[src/rtl/cam_pkg.sv]
// Shared types for the receive address strobe generator.
package cam_pkg;
    // Parser position between bytes.
    typedef enum logic [1:0] {
        FLD_IDLE = 2'd0,
        FLD_DA   = 2'd1,
        FLD_SA   = 2'd2,
        FLD_BODY = 2'd3
    } fld_state_t;

    // Classification of the byte currently at the inputs.
    typedef enum logic [2:0] {
        BYTE_NONE = 3'd0,
        BYTE_FC   = 3'd1,
        BYTE_DA   = 3'd2,
        BYTE_SA   = 3'd3,
        BYTE_BODY = 3'd4
    } byte_kind_t;
endpackage

[src/rtl/cam_fc_decoder.sv]
// Decodes a frame-control byte: the address-length bit and token detection.
// Assumes that a token has the top bit set and every bit below the length
// bit clear.
module cam_fc_decoder #(
    parameter int DATA_W   = 8,
    parameter int LBIT_POS = 6
) (
    input  logic [DATA_W-1:0] fc,
    output logic              is_long,
    output logic              is_token
);
    localparam int LOW_W = LBIT_POS;

    // Pull the length bit and the token pattern out of the byte.
    always_comb begin
        is_long  = fc[LBIT_POS];
        is_token = fc[DATA_W-1] && (fc[LOW_W-1:0] == '0);
    end
endmodule

[src/rtl/cam_field_tracker.sv]
// Tracks which field the current input byte belongs to and predicts the
// load strobe for the output stage. Assumes that the address bytes arrive
// with rx_valid held high. An abort overrides every other input.
module cam_field_tracker
    import cam_pkg::*;
#(
    parameter int LONG_BYTES  = 6,
    parameter int SHORT_BYTES = 2
) (
    input  logic       clk,
    input  logic       rst_n,
    input  logic       byte_ok,
    input  logic       sof,
    input  logic       abort,
    input  logic       is_long,
    input  logic       is_token,
    output byte_kind_t kind,
    output logic       strobe_next,
    output logic       frame_open
);
    localparam int CNT_W = $clog2(LONG_BYTES + 1);
    localparam logic [CNT_W-1:0] LEN_L = CNT_W'(LONG_BYTES);
    localparam logic [CNT_W-1:0] LEN_S = CNT_W'(SHORT_BYTES);

    fld_state_t       st_q, st_d;
    logic [CNT_W-1:0] cnt_q, cnt_d;
    logic [CNT_W-1:0] len_q, len_d;
    logic             last_byte;

    assign last_byte  = (cnt_q == len_q - 1'b1);
    assign frame_open = (st_q != FLD_IDLE);

    // Classify the byte and work out the next parser position.
    always_comb begin
        st_d        = st_q;
        cnt_d       = cnt_q;
        len_d       = len_q;
        kind        = BYTE_NONE;
        strobe_next = 1'b0;
        if (abort) begin
            st_d  = FLD_IDLE;
            cnt_d = '0;
        end else if (byte_ok) begin
            if (sof) begin
                kind  = BYTE_FC;
                cnt_d = '0;
                len_d = is_long ? LEN_L : LEN_S;
                if (is_token) begin
                    st_d = FLD_BODY;
                end else begin
                    st_d        = FLD_DA;
                    strobe_next = 1'b1;
                end
            end else begin
                case (st_q)
                    FLD_DA: begin
                        kind = BYTE_DA;
                        if (last_byte) begin
                            st_d        = FLD_SA;
                            cnt_d       = '0;
                            strobe_next = 1'b1;
                        end else begin
                            cnt_d = cnt_q + 1'b1;
                        end
                    end
                    FLD_SA: begin
                        kind = BYTE_SA;
                        if (last_byte) begin
                            st_d  = FLD_BODY;
                            cnt_d = '0;
                        end else begin
                            cnt_d = cnt_q + 1'b1;
                        end
                    end
                    FLD_BODY: kind = BYTE_BODY;
                    default:  kind = BYTE_NONE;
                endcase
            end
        end
    end

    // Hold the parser position, byte count and field length.
    always_ff @(posedge clk) begin
        if (!rst_n) begin
            st_q  <= FLD_IDLE;
            cnt_q <= '0;
            len_q <= LEN_S;
        end else begin
            st_q  <= st_d;
            cnt_q <= cnt_d;
            len_q <= len_d;
        end
    end
endmodule

[src/rtl/cam_out_stage.sv]
// Output register stage. It delays the byte stream by one clock so that the
// strobe computed for byte N lines up with byte N at the outputs.
module cam_out_stage
    import cam_pkg::*;
#(
    parameter int DATA_W = 8
) (
    input  logic              clk,
    input  logic              rst_n,
    input  logic [DATA_W-1:0] data_in,
    input  logic              byte_ok,
    input  logic              sof,
    input  logic              abort,
    input  byte_kind_t        kind,
    input  logic              strobe_next,
    input  logic              is_long,
    input  logic              frame_open,
    input  logic              match_en,
    input  logic              match_n,
    output logic [DATA_W-1:0] out_data,
    output logic              out_valid,
    output logic              cam_load,
    output logic              da_sel,
    output logic              addr_long,
    output logic              eod,
    output logic              addr_match
);
    // Register every side-band output from the tracker results.
    always_ff @(posedge clk) begin
        if (!rst_n) begin
            out_data   <= '0;
            out_valid  <= 1'b0;
            cam_load   <= 1'b0;
            da_sel     <= 1'b0;
            addr_long  <= 1'b0;
            eod        <= 1'b0;
            addr_match <= 1'b0;
        end else begin
            out_data   <= data_in;
            out_valid  <= byte_ok && !abort && (kind != BYTE_NONE);
            cam_load   <= strobe_next;
            da_sel     <= (kind == BYTE_DA);
            if (byte_ok && sof && !abort) begin
                addr_long <= is_long;
            end
            eod        <= abort && frame_open;
            addr_match <= match_en && !match_n;
        end
    end
endmodule

[src/rtl/cam_strobe_gen.sv]
// Top of the receive address strobe generator. It combines the two abort
// sources and connects the decoder, the tracker and the output stage.
module cam_strobe_gen
    import cam_pkg::*;
#(
    parameter int DATA_W      = 8,
    parameter int LBIT_POS    = 6,
    parameter int LONG_BYTES  = 6,
    parameter int SHORT_BYTES = 2
) (
    input  logic              clk,
    input  logic              rst_n,
    input  logic [DATA_W-1:0] rx_data,
    input  logic              rx_valid,
    input  logic              rx_sof,
    input  logic              abort_in,
    input  logic              abort2_in,
    input  logic              abort2_en,
    input  logic              match_en,
    input  logic              match_n,
    output logic [DATA_W-1:0] out_data,
    output logic              out_valid,
    output logic              cam_load,
    output logic              da_sel,
    output logic              addr_long,
    output logic              eod,
    output logic              addr_match
);
    logic       abort_eff;
    logic       fc_long;
    logic       fc_token;
    byte_kind_t kind;
    logic       strobe_next;
    logic       frame_open;

    assign abort_eff = abort_in || (abort2_in && abort2_en);

    cam_fc_decoder #(.DATA_W(DATA_W), .LBIT_POS(LBIT_POS)) dec_i (
        .fc       (rx_data),
        .is_long  (fc_long),
        .is_token (fc_token)
    );

    cam_field_tracker #(.LONG_BYTES(LONG_BYTES), .SHORT_BYTES(SHORT_BYTES)) trk_i (
        .clk         (clk),
        .rst_n       (rst_n),
        .byte_ok     (rx_valid),
        .sof         (rx_sof),
        .abort       (abort_eff),
        .is_long     (fc_long),
        .is_token    (fc_token),
        .kind        (kind),
        .strobe_next (strobe_next),
        .frame_open  (frame_open)
    );

    cam_out_stage #(.DATA_W(DATA_W)) out_i (
        .clk         (clk),
        .rst_n       (rst_n),
        .data_in     (rx_data),
        .byte_ok     (rx_valid),
        .sof         (rx_sof),
        .abort       (abort_eff),
        .kind        (kind),
        .strobe_next (strobe_next),
        .is_long     (fc_long),
        .frame_open  (frame_open),
        .match_en    (match_en),
        .match_n     (match_n),
        .out_data    (out_data),
        .out_valid   (out_valid),
        .cam_load    (cam_load),
        .da_sel      (da_sel),
        .addr_long   (addr_long),
        .eod         (eod),
        .addr_match  (addr_match)
    );
endmodule

[config.mk]
export PLATFORM = sky130hd
export DESIGN_NAME = cam_strobe_gen
export DESIGN_NICKNAME = d
export VERILOG_FILES = /design/src/rtl/cam_pkg.sv /design/src/rtl/cam_fc_decoder.sv /design/src/rtl/cam_field_tracker.sv /design/src/rtl/cam_out_stage.sv /design/src/rtl/cam_strobe_gen.sv
export SDC_FILE = /design/constraint.sdc
export NUM_CORES = 1
export LEC_CHECK = 0
export CORE_MARGIN = 2
export CORE_UTILIZATION = 41
export CTS_CLUSTER_DIAMETER = 40
export DETAILED_ROUTE_END_ITERATION = 7
export PLACE_DENSITY = 0.83
export SLEW_MARGIN = 30
export SYNTH_ARGS = -nofsm -noshare
export SYNTH_HDL_FRONTEND = slang
export SYNTH_SLANG_ARGS = --single-unit
export TNS_END_PERCENT = 50
[constraint.sdc]
create_clock -name clk -period 1.5 [get_ports clk]
set_input_delay 0.375 -clock clk [delete_from_list [all_inputs] [get_ports clk]]
set_output_delay 0.375 -clock clk [all_outputs]
set_load 0.03 [all_outputs]
# After elaboration in Yosys (flattened, before gate mapping)
# Cells that the tools add are included.
[totals]
ff_bits = 22
inputBits = 17
out_inout_bits = 14
elab_cells = 61
[op_classes]
n_addsub = 2
eq_ne = 7
mux = 17
bitwise = 3
reduce_logical = 22
[ops]
columns = ["op", "count"]
rows = [
  ["3-bit two-way mux", 7],
  ["3-bit one-hot mux with 3 select lines", 1],
  ["1-bit logical AND", 8],
  ["2-bit two-way mux", 4],
  ["6-bit zero test", 1],
  ["3-bit by 2-bit inequality test with 1-bit output, second input constant", 2],
  ["3-bit nonzero test", 2],
  ["2-bit equality test, second input constant", 2],
  ["1-bit two-way mux", 4],
  ["2-bit one-hot mux with 2 select lines", 1],
  ["4-bit AND reduction", 1],
  ["2-bit nonzero test", 2],
  ["2-bit OR reduction", 2],
  ["3-bit by 1-bit adder with 3-bit output, second input constant", 1],
  ["3-bit by 2-bit equality test with 1-bit output, second input constant", 1],
  ["3-bit equality test", 1],
  ["1-bit inverter", 3],
  ["3-bit AND reduction", 1],
  ["3-bit OR reduction", 1],
  ["3-bit by 1-bit subtractor with 3-bit output, second input constant", 1],
  ["2-bit by 1-bit equality test with 1-bit output, second input constant", 1],
  ["1-bit zero test", 2],
  ["2-bit AND reduction", 1],
  ["1-bit logical OR", 1],
]

# Depth between registers and ports, before layout
[logic_depth]
depth_word = 7
mapped_depth = 5
mapped_depth_nobuf = 5

# Hierarchy
# From an unflattened synthesis, not the netlist that was laid out.
[unflattened]
cells_unflattened = 90
hier_area_um2 = 895.9
[by_module_without_submodules]
columns = ["module", "instances", "cells_each", "area_each_um2", "seq_area_each_um2"]
rows = [
  ["cam_field_tracker", 1, 51, 449.2, 120.1],
  ["cam_out_stage", 1, 35, 409.1, 280.3],
  ["cam_fc_decoder", 1, 3, 30.0, 0.0],
  ["cam_strobe_gen", 1, 1, 7.5, 0.0],
]

# Worst setup path after synthesis
# Ideal clock, no wire load.
[synth_path]
path_type = "input-to-reg"
from = "in rx_data[2]"
to = "reg trk_i.st_q[1]"
setup_time_ns = 0.088
arrival_time_ns = 1.291
t_required_ns = 1.412
slack_ns = 0.121
cell_stages = 3
n_path_buf = 0
path_cell_list = "or4b_4 -> o21ba_1 -> a311oi_2"
[synth_via]
elab_chain_len = 4
[synth_rtl]
columns = ["item", "line_no", "source"]
rows = [
  ["start: declaration", "cam_strobe_gen.sv:13", "input logic [DATA_W-1:0] rx_data,"],
  ["6-bit zero test", "cam_fc_decoder.sv:17", "is_token = fc[DATA_W-1] && (fc[LOW_W-1:0] == '0);"],
  ["1-bit logical AND", "cam_fc_decoder.sv:17", ""],
  ["2-bit two-way mux", "cam_field_tracker.sv:48", "if (is_token) begin"],
  ["2-bit two-way mux", "cam_field_tracker.sv:44", "if (sof) begin"],
  ["end signal: assignment", "cam_field_tracker.sv:89", "st_q <= st_d;"],
  ["end: declaration", "cam_field_tracker.sv:25", "fld_state_t st_q, st_d;"],
]
# No other way between the ends.
# A chain may end at the register's enable or synchronous reset.

# Worst setup path in the final report
# Same ends and word-level chain as after synthesis.

==> flow_metrics.py <==
metrics = {
    "global_routing": {
        "grt_max_degree": 13,
        "grt.total_usage_pct": 17.9,
        "antenna_found_initial": 0,
        "grt_overflow": 0,
        "grt_pass1_vias": 752,
        "grt_pass1_wl_mm": 3.30,
    },
    "drt": {
        "vias": 749,
        "initialDrtViolationCount": 8,
        "wl_mm": 1.91,
        "postRouteAntennaNets": 0,
        "remaining_drc_errors": 0,
        "wl_per_cell_um": 12.8,
        "dr.pass1.iters": 4,
        "viasPerCell": 4.99,
    },
    "yosys": {
        "synth_top_area_share_pct": 48.3,
        "ys_seq_area_share_pct": 48.3,
        "synthesis.area_sq_um": 828,
        "synth-seq-cells": 20,
        "ys_types": 31,
        "syn_avg_cell_area_sq_um": 9.98,
        "synth_area_leader_cell": "dfxtp_1",
        "syn-instance-count": 83,
        "synthFlopType": "dfxtp_1",
        "postSynth.asyncResetShare_pct": 0,
        "synthTopCellsByArea": "dfxtp_1 48%, ha_1 9.1%, and2_1 5.3%",
        "syn_nets": 106,
        "synth_warnings": 0,
        "synth_edf_count": 0,
    },
    "final_layout": {
        "diodes": 0,
        "layout.cells.non_filler": 150,
        "area_delta_synth_final_pct": 52.7,
        "fillers": 165,
        "nNetsFinal": 147,
        "drive_gt1_share_pct": 15.4,
    },
    "critical_path": {
        "worstReg2RegEnd": "trk_i.st_q[0]$_SDFFE_PP0P_",
        "critPathMaxFanout": 2,
        "timing.critical_path.from": "rx_data[2]",
        "crit_path_end_kind": "flop",
        "worst-r2r-setup-slack_ns": 0.03,
        "cp.arrival_ns": 1.76,
        "cp-endpoint": "trk_i.st_q[1]$_SDFFE_PP0P_",
        "worstSetupPathType": "input pin to flop",
        "r2r-start": "trk_i.st_q[1]$_SDFFE_PP0P_",
        "start_kind": "input pin",
        "r2r_cells": 6,
        "critPathRequiredTime_ns": 1.72,
    },
    "clock_network": {
        "cts_tree": "yes",
        "clockBufferDepth": 2,
        "ctsHoldBuffers": 0,
        "clk_latency_ns": 0.30,
        "clock_sinks": 20,
        "cts_max_level": 1,
        "numCtsBuffers": 3,
        "cts-root-buf": "clkbuf_4",
        "path_clk_slew_ns": 0.11,
        "post_cts_buffers": 0,
    },
    "timing": {
        "max_slew.worst_pin.slew_ns": 0.331,
        "layout_min_cycle_time_ns": 1.55,
        "fin_ws_ns": -0.0453,
        "fmax_mhz": 647,
        "slew_violations": 0,
        "whs_ns": 0.486,
        "finalSetupViolations": 1,
        "finalCritPeriodShare_pct": 103,
        "slew_headroom_pct": 77.8,
        "clock_skew_ns": 0.00633,
        "grt_setup_unrepaired": "true",
        "finalHoldViolations": 0,
    },
    "status": {
        "violations": "setup timing",
        "status": "complete, but fails checks",
    },
    "placement": {
        "place_congestion": 0.850,
        "dp.cells": 146,
        "dp_slack_ns": -0.357,
        "numPortBuffers": 30,
        "dpl.hpwl_mm": 1.56,
    },
    "power": {
        "vdd_ir_drop_max_v": 0.000551,
        "p_per_area_nw_per_um2": 911,
        "p_leak_nw": 0.532,
    },
    "run": {
        "drv_cap": 0,
    },
    "floorplan": {
        "die_x_um": 48.9,
        "initial_core_util_pct": 42.7,
        "rows": 16,
        "fp.dieH_um": 48.9,
        "coreArea_sq_um": 1940,
        "die-area_sq_um": 2400,
        "ios": 31,
    },
    "worst_hold_path": {
        "hold_path.class": "flop to flop",
    },
}
## power by group
| part | switching (mW) | leakage [nW] | internal [mW] | total (mW) |
|---|---|---|---|---|
| logic | 0.0818 | 0.339 | 0.0866 | 0.168 |
| registers | 0.00551 | 0.165 | 0.549 | 0.554 |
| clock network | 0.159 | 0.0279 | 0.270 | 0.429 |
| total | 0.246 | 0.532 | 0.905 | 1.15 |
## cell type report
type	instances	area (sq um)	share of cell area, %
repair buffers	38	343	27.1
well taps	27	33.8	2.67
inverters	6	22.5	1.78
flip-flops and latches	20	403	31.8
clock inverters	1	30.0	2.37
clock buffers	3	22.5	1.78
multi-input cells	55	410	32.4
## kinds of logic after synthesis
group,count (synthesis),share of synthesized area (%)
and+or+nand+nor,27,19.6
AOI/OAI and AO/OA,20,17.1
DFF,20,48.3
buffers and inverters,8,3.63
adders and majority gates,6,9.06
xor gates and xnor gates,1,1.06
muxes,1,1.21
## cell usage in the layout (no fill, tap or decap), types with 2 or more instances in the layout
cell              n
a21oi_1           5
a21boi_0          2
and2_1            7
ha_1              5
o21ai_0           4
dfxtp_1          18
buf_4             8
nand2_1           6
clkbuf_4          3
clkdlybuf4s50_1  16
inv_1             6
dfxtp_2           2
dlygate4sd2_1    14
nor2_1            3
## repair_timing
item,CTS,global route
gates cloned,0,0
gates resized for setup,14,4
endpoints found under the setup margin,15,5
## worst min path at each step
| stage | startpoint | end | slack, ns | cells past startpoint |
|---|---|---|---|---|
| 2_1_floorplan | match_n | out_i.addr_match$_SDFF_PN0_ | 0.45 | 1 |
| 3_3_place_gp | trk_i.cnt_q[1]$_SDFFE_PP0P_ | trk_i.cnt_q[1]$_SDFFE_PP0P_ | 0.45 | 2 |
| 3_5_place_dp | trk_i.cnt_q[1]$_SDFFE_PP0P_ | trk_i.cnt_q[1]$_SDFFE_PP0P_ | 0.47 | 2 |
| 4_1_cts | trk_i.cnt_q[1]$_SDFFE_PP0P_ | trk_i.cnt_q[1]$_SDFFE_PP0P_ | 0.49 | 2 |
| 5_1_grt | trk_i.cnt_q[1]$_SDFFE_PP0P_ | trk_i.cnt_q[1]$_SDFFE_PP0P_ | 0.50 | 2 |
| 6_report | trk_i.cnt_q[1]$_SDFFE_PP0P_ | trk_i.cnt_q[1]$_SDFFE_PP0P_ | 0.49 | 2 |
## synthesized netlist by cell type, types with 2 or more instances
cell type / number
a21boi_0: 2
nor2_1: 3
nand2_1: 6
a21oi_1: 5
dfxtp_1: 20
ha_1: 6
o21ai_0: 5
clkbuf_1: 2
inv_1: 6
and2_1: 7
## critical path, stage by stage
cell,delay [ns]
clkdlybuf4s50_1,0.42
or4b_4,0.54
o21ba_1,0.20
a311oi_2,0.22
## flip-flops by register name (all words and copies together), names as in the netlist
| name | count |
|---|---|
| trk_i.st_q | 2 |
| out_i.out_valid | 1 |
| out_i.addr_match | 1 |
| trk_i.len_q | 1 |
| out_i.out_data | 8 |
| out_i.da_sel | 1 |
| out_i.cam_load | 1 |
| trk_i.cnt_q | 3 |
| out_i.eod | 1 |
| out_i.addr_long | 1 |
## metrics by stage
stage	power (mW)	utilization [%]	area (sq um)	TNS [ns]
global placement	0.739	62.6	1210	-0.892
detailed placement	0.743	62.6	1210	-1.16
finish	1.15	65.1	1260	-0.0453
CTS	1.16	64.4	1250	-0.0280
global route	1.21	65.1	1260	-0.0549
floorplan	0.640	-	828	0
## per-layer routing
metal	track usage, %	up-vias	wire length, um	part of all wire (%)
li1	-	368	-	-
met1	20.4	345	850	44
met2	30.8	28	927	48
met3	4.29	8	83	4.3
met4	9.52	0	51	2.7
met5	0	-	0	0
(Power assumes the default switching activity.)
